[src/rtl/cmp_timer_pkg.sv]
package cmp_timer_pkg;
   localparam int unsigned OFS_IDENT  = 8'h04;
   localparam int unsigned OFS_CTRL   = 8'h10;
   localparam int unsigned OFS_COUNT  = 8'h14;
   localparam int unsigned OFS_LIMIT  = 8'h18;
   localparam int unsigned OFS_STAT   = 8'h1C;
   localparam int unsigned OFS_CHCTL  = 8'h20;
   localparam int unsigned OFS_CHVAL  = 8'h24;
   localparam int unsigned DIV_W      = 3;
   localparam int unsigned PRE_W      = 1 << DIV_W;
   localparam int unsigned MODE_W     = 4;
   localparam logic [MODE_W-1:0] MODE_SWCMP = 4'h4;
   localparam int unsigned RUN_BIT    = 3;
   localparam int unsigned FLAG_BIT   = 7;
   localparam int unsigned IE_BIT     = 6;
   localparam int unsigned MODE_LSB   = 2;
endpackage

[src/rtl/cmp_timer_prescale.sv]
module cmp_timer_prescale
   import cmp_timer_pkg::*;
(
   input  logic             clk,
   input  logic             rst_n,
   input  logic             run,
   input  logic             clr,
   input  logic [DIV_W-1:0] div,
   output logic             tick
);
   logic [PRE_W-1:0] pre_q;
   logic [PRE_W-1:0] mask;

   assign mask = (PRE_W'(1) << div) - PRE_W'(1);
   assign tick = run && ((pre_q & mask) == mask);

   always_ff @(posedge clk or negedge rst_n) begin
      if (!rst_n)
         pre_q <= '0;
      else if (!run || clr)
         pre_q <= '0;
      else
         pre_q <= pre_q + PRE_W'(1);
   end


   stop_clears_chk: assert property (@(posedge clk) disable iff (!rst_n)
      !run |=> pre_q == '0);
endmodule

[src/rtl/cmp_timer_count.sv]
module cmp_timer_count #(
   parameter int unsigned CNT_W = 32
) (
   input  logic             clk,
   input  logic             rst_n,
   input  logic             run,
   input  logic             tick,
   input  logic             zero_wr,
   input  logic [CNT_W-1:0] limit,
   output logic [CNT_W-1:0] cnt,
   output logic [CNT_W-1:0] cnt_nxt,
   output logic             step,
   output logic             wrap
);
   logic [CNT_W-1:0] cnt_q;

   assign step    = tick && !zero_wr;
   assign cnt_nxt = (cnt_q == limit) ? '0 : cnt_q + CNT_W'(1);
   assign wrap    = step && (cnt_q == limit);
   assign cnt     = cnt_q;

   always_ff @(posedge clk or negedge rst_n) begin
      if (!rst_n)
         cnt_q <= '0;
      else if (zero_wr)
         cnt_q <= '0;
      else if (step)
         cnt_q <= cnt_nxt;
   end


   zero_write_chk: assert property (@(posedge clk) disable iff (!rst_n)
      zero_wr |=> cnt_q == '0);

   hold_when_stopped_chk: assert property (@(posedge clk) disable iff (!rst_n)
      (!run && !zero_wr) |=> $stable(cnt_q));

   wrap_to_zero_chk: assert property (@(posedge clk) disable iff (!rst_n)
      wrap |=> cnt_q == '0);
endmodule

[src/rtl/cmp_timer_chan.sv]
module cmp_timer_chan
   import cmp_timer_pkg::*;
#(
   parameter int unsigned CNT_W = 32
) (
   input  logic              clk,
   input  logic              rst_n,
   input  logic              ctl_wr,
   input  logic              stat_wr,
   input  logic              val_wr,
   input  logic [31:0]       wdata,
   input  logic              step,
   input  logic [CNT_W-1:0]  cnt_nxt,
   output logic              flag,
   output logic              ie,
   output logic [MODE_W-1:0] mode,
   output logic [CNT_W-1:0]  cmp_val
);
   logic match;
   logic clr;

   assign match = step && (mode == MODE_SWCMP) && (cnt_nxt == cmp_val);
   assign clr   = (ctl_wr && wdata[FLAG_BIT]) || (stat_wr && wdata[0]);

   always_ff @(posedge clk or negedge rst_n) begin
      if (!rst_n) begin
         flag    <= 1'b0;
         ie      <= 1'b0;
         mode    <= '0;
         cmp_val <= '0;
      end else begin
         if (match)
            flag <= 1'b1;
         else if (clr)
            flag <= 1'b0;
         if (ctl_wr) begin
            ie   <= wdata[IE_BIT];
            mode <= wdata[MODE_LSB +: MODE_W];
         end
         if (val_wr)
            cmp_val <= wdata[CNT_W-1:0];
      end
   end


   set_beats_clear_chk: assert property (@(posedge clk) disable iff (!rst_n)
      (match && clr) |=> flag);

   flag_source_chk: assert property (@(posedge clk) disable iff (!rst_n)
      $rose(flag) |-> $past(step) && $past(mode) == MODE_SWCMP);
endmodule

[src/rtl/cmp_timer.sv]
module cmp_timer
   import cmp_timer_pkg::*;
#(
   parameter int unsigned CNT_W  = 32,
   parameter int unsigned ADDR_W = 8
) (
   input  logic              clk,
   input  logic              rst_n,
   input  logic [ADDR_W-1:0] bus_addr,
   input  logic              bus_wr,
   input  logic [31:0]       bus_wdata,
   output logic [31:0]       bus_rdata,
   output logic              irq
);
   localparam logic [7:0] WIDTH_CODE = 8'(CNT_W);

   if (!(CNT_W == 16 || CNT_W == 32)) begin : g_bad_width
      $error("cmp_timer: CNT_W must be 16 or 32");
   end
   if (ADDR_W < 6) begin : g_bad_addr
      $error("cmp_timer: ADDR_W too small for the register map");
   end

   logic [DIV_W-1:0]  div_q;
   logic              run_q;
   logic              ovf_q;
   logic [CNT_W-1:0]  limit_q;
   logic [CNT_W-1:0]  cnt, cnt_nxt, cmp_val;
   logic              tick, step, wrap;
   logic              ch_flag, ch_ie;
   logic [MODE_W-1:0] ch_mode;
   logic              wr_ctrl, wr_count, wr_limit, wr_stat, wr_chctl, wr_chval;
   logic [31:0]       cnt_rd, limit_rd, cmp_rd;

   assign wr_ctrl  = bus_wr && (bus_addr == ADDR_W'(OFS_CTRL));
   assign wr_count = bus_wr && (bus_addr == ADDR_W'(OFS_COUNT));
   assign wr_limit = bus_wr && (bus_addr == ADDR_W'(OFS_LIMIT));
   assign wr_stat  = bus_wr && (bus_addr == ADDR_W'(OFS_STAT));
   assign wr_chctl = bus_wr && (bus_addr == ADDR_W'(OFS_CHCTL));
   assign wr_chval = bus_wr && (bus_addr == ADDR_W'(OFS_CHVAL));

   always_ff @(posedge clk or negedge rst_n) begin
      if (!rst_n) begin
         div_q   <= '0;
         run_q   <= 1'b0;
         ovf_q   <= 1'b0;
         limit_q <= '1;
      end else begin
         if (wr_ctrl) begin
            div_q <= bus_wdata[DIV_W-1:0];
            run_q <= bus_wdata[RUN_BIT];
         end
         if (wrap)
            ovf_q <= 1'b1;
         else if (wr_ctrl && bus_wdata[FLAG_BIT])
            ovf_q <= 1'b0;
         if (wr_limit)
            limit_q <= bus_wdata[CNT_W-1:0];
      end
   end

   cmp_timer_prescale i_prescale (
      .clk   (clk),
      .rst_n (rst_n),
      .run   (run_q),
      .clr   (wr_count),
      .div   (div_q),
      .tick  (tick)
   );

   cmp_timer_count #(.CNT_W(CNT_W)) i_count (
      .clk     (clk),
      .rst_n   (rst_n),
      .run     (run_q),
      .tick    (tick),
      .zero_wr (wr_count),
      .limit   (limit_q),
      .cnt     (cnt),
      .cnt_nxt (cnt_nxt),
      .step    (step),
      .wrap    (wrap)
   );

   cmp_timer_chan #(.CNT_W(CNT_W)) i_chan (
      .clk     (clk),
      .rst_n   (rst_n),
      .ctl_wr  (wr_chctl),
      .stat_wr (wr_stat),
      .val_wr  (wr_chval),
      .wdata   (bus_wdata),
      .step    (step),
      .cnt_nxt (cnt_nxt),
      .flag    (ch_flag),
      .ie      (ch_ie),
      .mode    (ch_mode),
      .cmp_val (cmp_val)
   );

   if (CNT_W < 32) begin : g_zext
      assign cnt_rd   = {{(32-CNT_W){1'b0}}, cnt};
      assign limit_rd = {{(32-CNT_W){1'b0}}, limit_q};
      assign cmp_rd   = {{(32-CNT_W){1'b0}}, cmp_val};
   end else begin : g_full
      assign cnt_rd   = 32'(cnt);
      assign limit_rd = 32'(limit_q);
      assign cmp_rd   = 32'(cmp_val);
   end

   always_comb begin
      bus_rdata = '0;
      case (bus_addr)
         ADDR_W'(OFS_IDENT): bus_rdata = {8'h00, WIDTH_CODE, 16'h0000};
         ADDR_W'(OFS_CTRL):  bus_rdata = {24'h0, ovf_q, 3'b000, run_q, div_q};
         ADDR_W'(OFS_COUNT): bus_rdata = cnt_rd;
         ADDR_W'(OFS_LIMIT): bus_rdata = limit_rd;
         ADDR_W'(OFS_STAT):  bus_rdata = {31'h0, ch_flag};
         ADDR_W'(OFS_CHCTL): bus_rdata = {24'h0, ch_flag, ch_ie, ch_mode, 2'b00};
         ADDR_W'(OFS_CHVAL): bus_rdata = cmp_rd;
         default:            bus_rdata = '0;
      endcase
   end

   assign irq = ch_flag && ch_ie && (ch_mode != '0);


   ovf_source_chk: assert property (@(posedge clk) disable iff (!rst_n)
      $rose(ovf_q) |-> $past(step) && $past(cnt) == $past(limit_q));

   irq_needs_enable_chk: assert property (@(posedge clk) disable iff (!rst_n)
      irq |-> ch_ie);
endmodule

[config.mk]
export PLATFORM = sky130hd
export DESIGN_NAME = cmp_timer
export DESIGN_NICKNAME = d
export VERILOG_FILES = /design/src/rtl/cmp_timer_pkg.sv /design/src/rtl/cmp_timer_prescale.sv /design/src/rtl/cmp_timer_count.sv /design/src/rtl/cmp_timer_chan.sv /design/src/rtl/cmp_timer.sv
export SDC_FILE = /design/constraint.sdc
export NUM_CORES = 1
export LEC_CHECK = 0
export BUFFER_PORTS_ARGS = -buffer_cell sky130_fd_sc_hd__buf_2
export CORE_MARGIN = 2
export CORE_UTILIZATION = 53
export DETAILED_ROUTE_END_ITERATION = 10
export GPL_TIMING_DRIVEN = 0
export HOLD_SLACK_MARGIN = 0.02
export PLACE_DENSITY_LB_ADDON = 0.12
export SLEW_MARGIN = 20
export SYNTH_ARGS = -nofsm -noshare
export SYNTH_HDL_FRONTEND = slang
export SYNTH_SLANG_ARGS = --single-unit
[constraint.sdc]
create_clock -name clk -period 2.7 [get_ports clk]
set_input_delay 0.135 -clock clk [delete_from_list [all_inputs] [get_ports clk]]
set_output_delay 0.135 -clock clk [all_outputs]
set_load 0.01 [all_outputs]
==> run summary <==
=================================================================================================
Non-filler instance count after layout                                                      1,169
Tot Pwr                                                                                  4.604 mW
Most frequent cell on the critical path                                              sky130_fd_sc_hd__or4_4
DP Worst Slack                                                                          -1.111 ns
Worst-case clock buffer depth                                                                   2
Number of distinct library cell variants in the gate-level netlist after synthesis             79
Number of violations of the max-capacitance limit                                               0
Routability-driven placement congestion ratio                                              0.9617
Top cell family by delay on the critical path                                        simple AND/OR/NAND/NOR gates
Placement Rows                                                                                 43
Fraction of the cycle the final worst path needs                                           107.1%
Number of global-route vias before repair                                                   6,987
Die Ht                                                                                   122.4 um
Worst setup margin                                                                     -0.1920 ns
Most used DFF post-synth                                                             sky130_fd_sc_hd__dfrtp_1
Area of the core                                                                       13,770 um2
Worst clock skew                                                                      0.007036 ns
Final HPWL from detailed placement                                                       18.08 mm
Unrepaired setup endpoints after global routing                                               yes
Signal arrival time at the worst endpoint                                                 3.24 ns
Violated checks                                                                      setup timing
Relative slew margins                                                                      42.44%
Antenna violations before repair                                                                0
Cell count after placement                                                                  1,036
CTS tree                                                                                      yes
Final global-route overflow total                                                               0
Critical setup path kind                                                                  reg2reg
Outcome                                                                              finished with violations
Number of buffer cells added on primary ports                                                  74
CTS H-Tree Depth                                                                                4
Clock sink count                                                                              114
Detailed-route DRC error count                                                                  0
Tmin final                                                                               2.892 ns
Number of vias in the routed layout                                                         7,477
Remaining number of nets flagged by the antenna check after routing                             0
GRT Util Overall                                                                           36.94%
Via-to-Cell Ratio                                                                           6.396
Total count of max-transition violations in the final report                                    0
Final instance area                                                                    10,080 um2
Maximum number of pins on one net before global-route repair                                   68
Fraction of layout cells with a size suffix above 1                                        41.05%
DR WL/cell                                                                               23.44 um
Net count after synthesis                                                                     826
Post-Synthesis Cells                                                                          781
Leakage power summed over all cells                                                      4.737 nW
Clock buffer count from CTS                                                                    17
Insertion delay of the later-clocked pin in the worst-skew pair                           0.43 ns
Detailed Routing Iterations Pass 1                                                              8
Netlist area before placement                                                            7430 um2
Standard cell area after detailed placement                                              8064 um2
Global-route wire length before repair                                                   40.83 mm
Root buf cell                                                                        sky130_fd_sc_hd__clkbuf_16
Seq/Total Area, Yosys                                                                      38.94%
Number of nets in the final layout                                                          1,021
Width of the die                                                                         122.4 um
Critical-path cell with the highest stage delay                                      sky130_fd_sc_hd__or4_4
Routed wire length                                                                       27.40 mm
Initial standard-cell utilization of the core                                              53.94%
Antenna Cells                                                                                   0
Die footprint                                                                          14,980 um2
Required @ worst endpoint                                                                 3.04 ns
Share of synthesized registers carrying an async set or reset                              100.0%
Detailed Route Iter0 Violations                                                               970
Total power per unit cell area                                                       456.8 nW/um2
Average footprint of a synthesized cell                                                 9.513 um2
Crit path capture type                                                                  flip-flop
Top fanout value on the critical path                                                           5
Hold Path Class                                                                            in2reg
Utilization of the core after routing                                                      73.17%
Boundary pin count                                                                             76
Chain of cells forming the critical path                                             buf_6 -> ha_4 -> nand3_4 -> or4_4 -> or4_4 -> a22oi_2 -> xor2_2 -> a2111oi_4 -> nand4_1 -> o21ai_1
Final hold viol count                                                                           0
Peak supply drop                                                                         414.1 uV
Number of synthesized flops with an enable pin                                                  0
Category of the worst setup path launch point                                           flip-flop
Register clock-pin slew on the reported worst setup and hold paths                        0.05 ns
Actual transition at the worst max-transition pin                                       0.8633 ns
Number of warnings issued by yosys                                                              0
#FFs+latches synth                                                                            114
Signed area change from the synthesized netlist to the final layout                        35.65%
Peak clock frequency supported by timing                                                345.8 MHz
Critical path buffer and inverter count                                                         1
Finish-stage setup viols                                                                        1
Delay contributed by the slowest stage of the critical path                               0.48 ns
=================================================================================================
## area by class of cell
type / instances / area, um2
clock buffers: 22 / 464.2
plain buffers: 52 / 397.9
flip-flops and latches: 114 / 2907
clock inverters: 10 / 110.1
fillers: 1025 / 3695
inverters: 19 / 71.32
well taps: 180 / 225.2
repair buffers: 186 / 1335
multi-input cells: 586 / 4568
## Yosys cell counts, types with 8 or more instances
cell	n	area, um2
sky130_fd_sc_hd__nand2_1	98	367.9
sky130_fd_sc_hd__nand3_1	12	60.06
sky130_fd_sc_hd__nor4_1	19	118.9
sky130_fd_sc_hd__mux2_2	74	833.3
sky130_fd_sc_hd__and3_1	8	50.05
sky130_fd_sc_hd__nor3_1	14	70.07
sky130_fd_sc_hd__o31ai_1	10	75.07
sky130_fd_sc_hd__dfrtp_1	82	2052
sky130_fd_sc_hd__nand4_1	17	106.4
sky130_fd_sc_hd__buf_4	10	75.07
sky130_fd_sc_hd__xnor2_1	21	183.9
sky130_fd_sc_hd__buf_1	8	30.03
sky130_fd_sc_hd__a22oi_1	23	172.7
sky130_fd_sc_hd__a21oi_1	13	65.06
sky130_fd_sc_hd__inv_1	19	71.32
sky130_fd_sc_hd__nor2_1	43	161.4
sky130_fd_sc_hd__clkbuf_1	40	150.1
sky130_fd_sc_hd__xor2_1	48	420.4
sky130_fd_sc_hd__o21ai_0	60	300.3
sky130_fd_sc_hd__dfstp_2	32	840.8
## state kept, by name (all words and copies together) (netlist names)
register and flops:
i_chan.flag 1, div_q 3, limit_q 32, i_count.cnt 32, i_chan.cmp_val 32, i_prescale.pre_q 7
i_chan.mode 4, run_q 1, i_chan.ie 1, ovf_q 1
## repair_timing
action | CTS | global route
endpoints found under the setup margin | 84 | 47
pin swaps | 31 | 20
hold buffers | 33 | 0
setup buffers | 43 | 35
gates resized for setup | 104 | 55
hold endpoints to repair | 115 | 0
## cells by family (layout without fill, tap and decap cells)
family	after synthesis	after routing	synth area share, %
AND/OR/NAND/NOR	261	261	18.52
AO/OA/AOI/OAI	168	168	15.46
flip-flops	114	114	38.94
multiplexers	82	82	12.46
buffers and inverters	81	289	4.917
XOR/XNOR	73	73	9.363
adder cells (fa/ha/maj)	2	2	0.3368
## metal layers
metal | GRT usage, % | part of all wire (%) | wire [um]
met5 | 0 | 0 | 0
met2 | 53.51 | 45 | 12290
met1 | 51.20 | 40 | 11020
met3 | 10.59 | 11 | 3130
met4 | 16.59 | 3.5 | 953
## cells in the final DEF, fill, tap and decap left out, drive strengths merged, types with 8 or more instances in the layout
cell type	synthesis	routed
buf	21	180
nand2	98	98
dfrtp	82	82
mux2	74	74
o21ai	62	62
xor2	48	48
clkbuf	41	47
nor2	43	43
dlygate4sd3	0	33
dfstp	32	32
a22oi	23	23
xnor2	21	21
nand4	20	20
nor4	20	20
inv	19	19
nor3	14	14
a21oi	13	13
nand3	12	12
o31ai	10	10
and3	8	8
or4	8	8
and4	8	8
## worst register-to-register path: stages (launching register included)
cell                        delay [ns]
sky130_fd_sc_hd__dfrtp_2          0.38
sky130_fd_sc_hd__buf_6            0.11
sky130_fd_sc_hd__ha_4             0.16
sky130_fd_sc_hd__nand3_4          0.10
sky130_fd_sc_hd__or4_4            0.48
sky130_fd_sc_hd__or4_4            0.43
sky130_fd_sc_hd__a22oi_2          0.25
sky130_fd_sc_hd__xor2_2           0.14
sky130_fd_sc_hd__a2111oi_4        0.38
sky130_fd_sc_hd__nand4_1          0.23
sky130_fd_sc_hd__o21ai_1          0.17
## path summary, 6_finish.rpt
path                                      from             end  slack [ns]  depth (start not counted)
min in group asynchronous                rst_n  i_count.cnt[9]        0.22                          2
worst max-delay path            i_count.cnt[1]     i_chan.flag       -0.19                         10
worst max register to register  i_count.cnt[1]     i_chan.flag       -0.19                         10
worst min register to register           ovf_q           ovf_q        0.51                          2
worst min-delay path                    bus_wr     i_chan.flag        0.09                          4
max in group asynchronous                rst_n     limit_q[19]        1.73                          3
## power breakdown
part           internal [mW]  switching, mW  total [mW]
Sequential              1.79         0.0926        1.89
Clock                   1.40          0.831        2.23
Combinational          0.244          0.244       0.488
## through the flow
stage	hold slack, ns	TNS (ns)
2_1_floorplan	-0.1606	0
3_3_place_gp	0.3802	-53.78
3_5_place_dp	0.1122	-55.37
4_1_cts	0.07136	-0.07996
5_1_grt	0.1054	-0.2954
6_report	0.08645	-0.1920
Note: power is estimated with default switching activity, not from simulation.
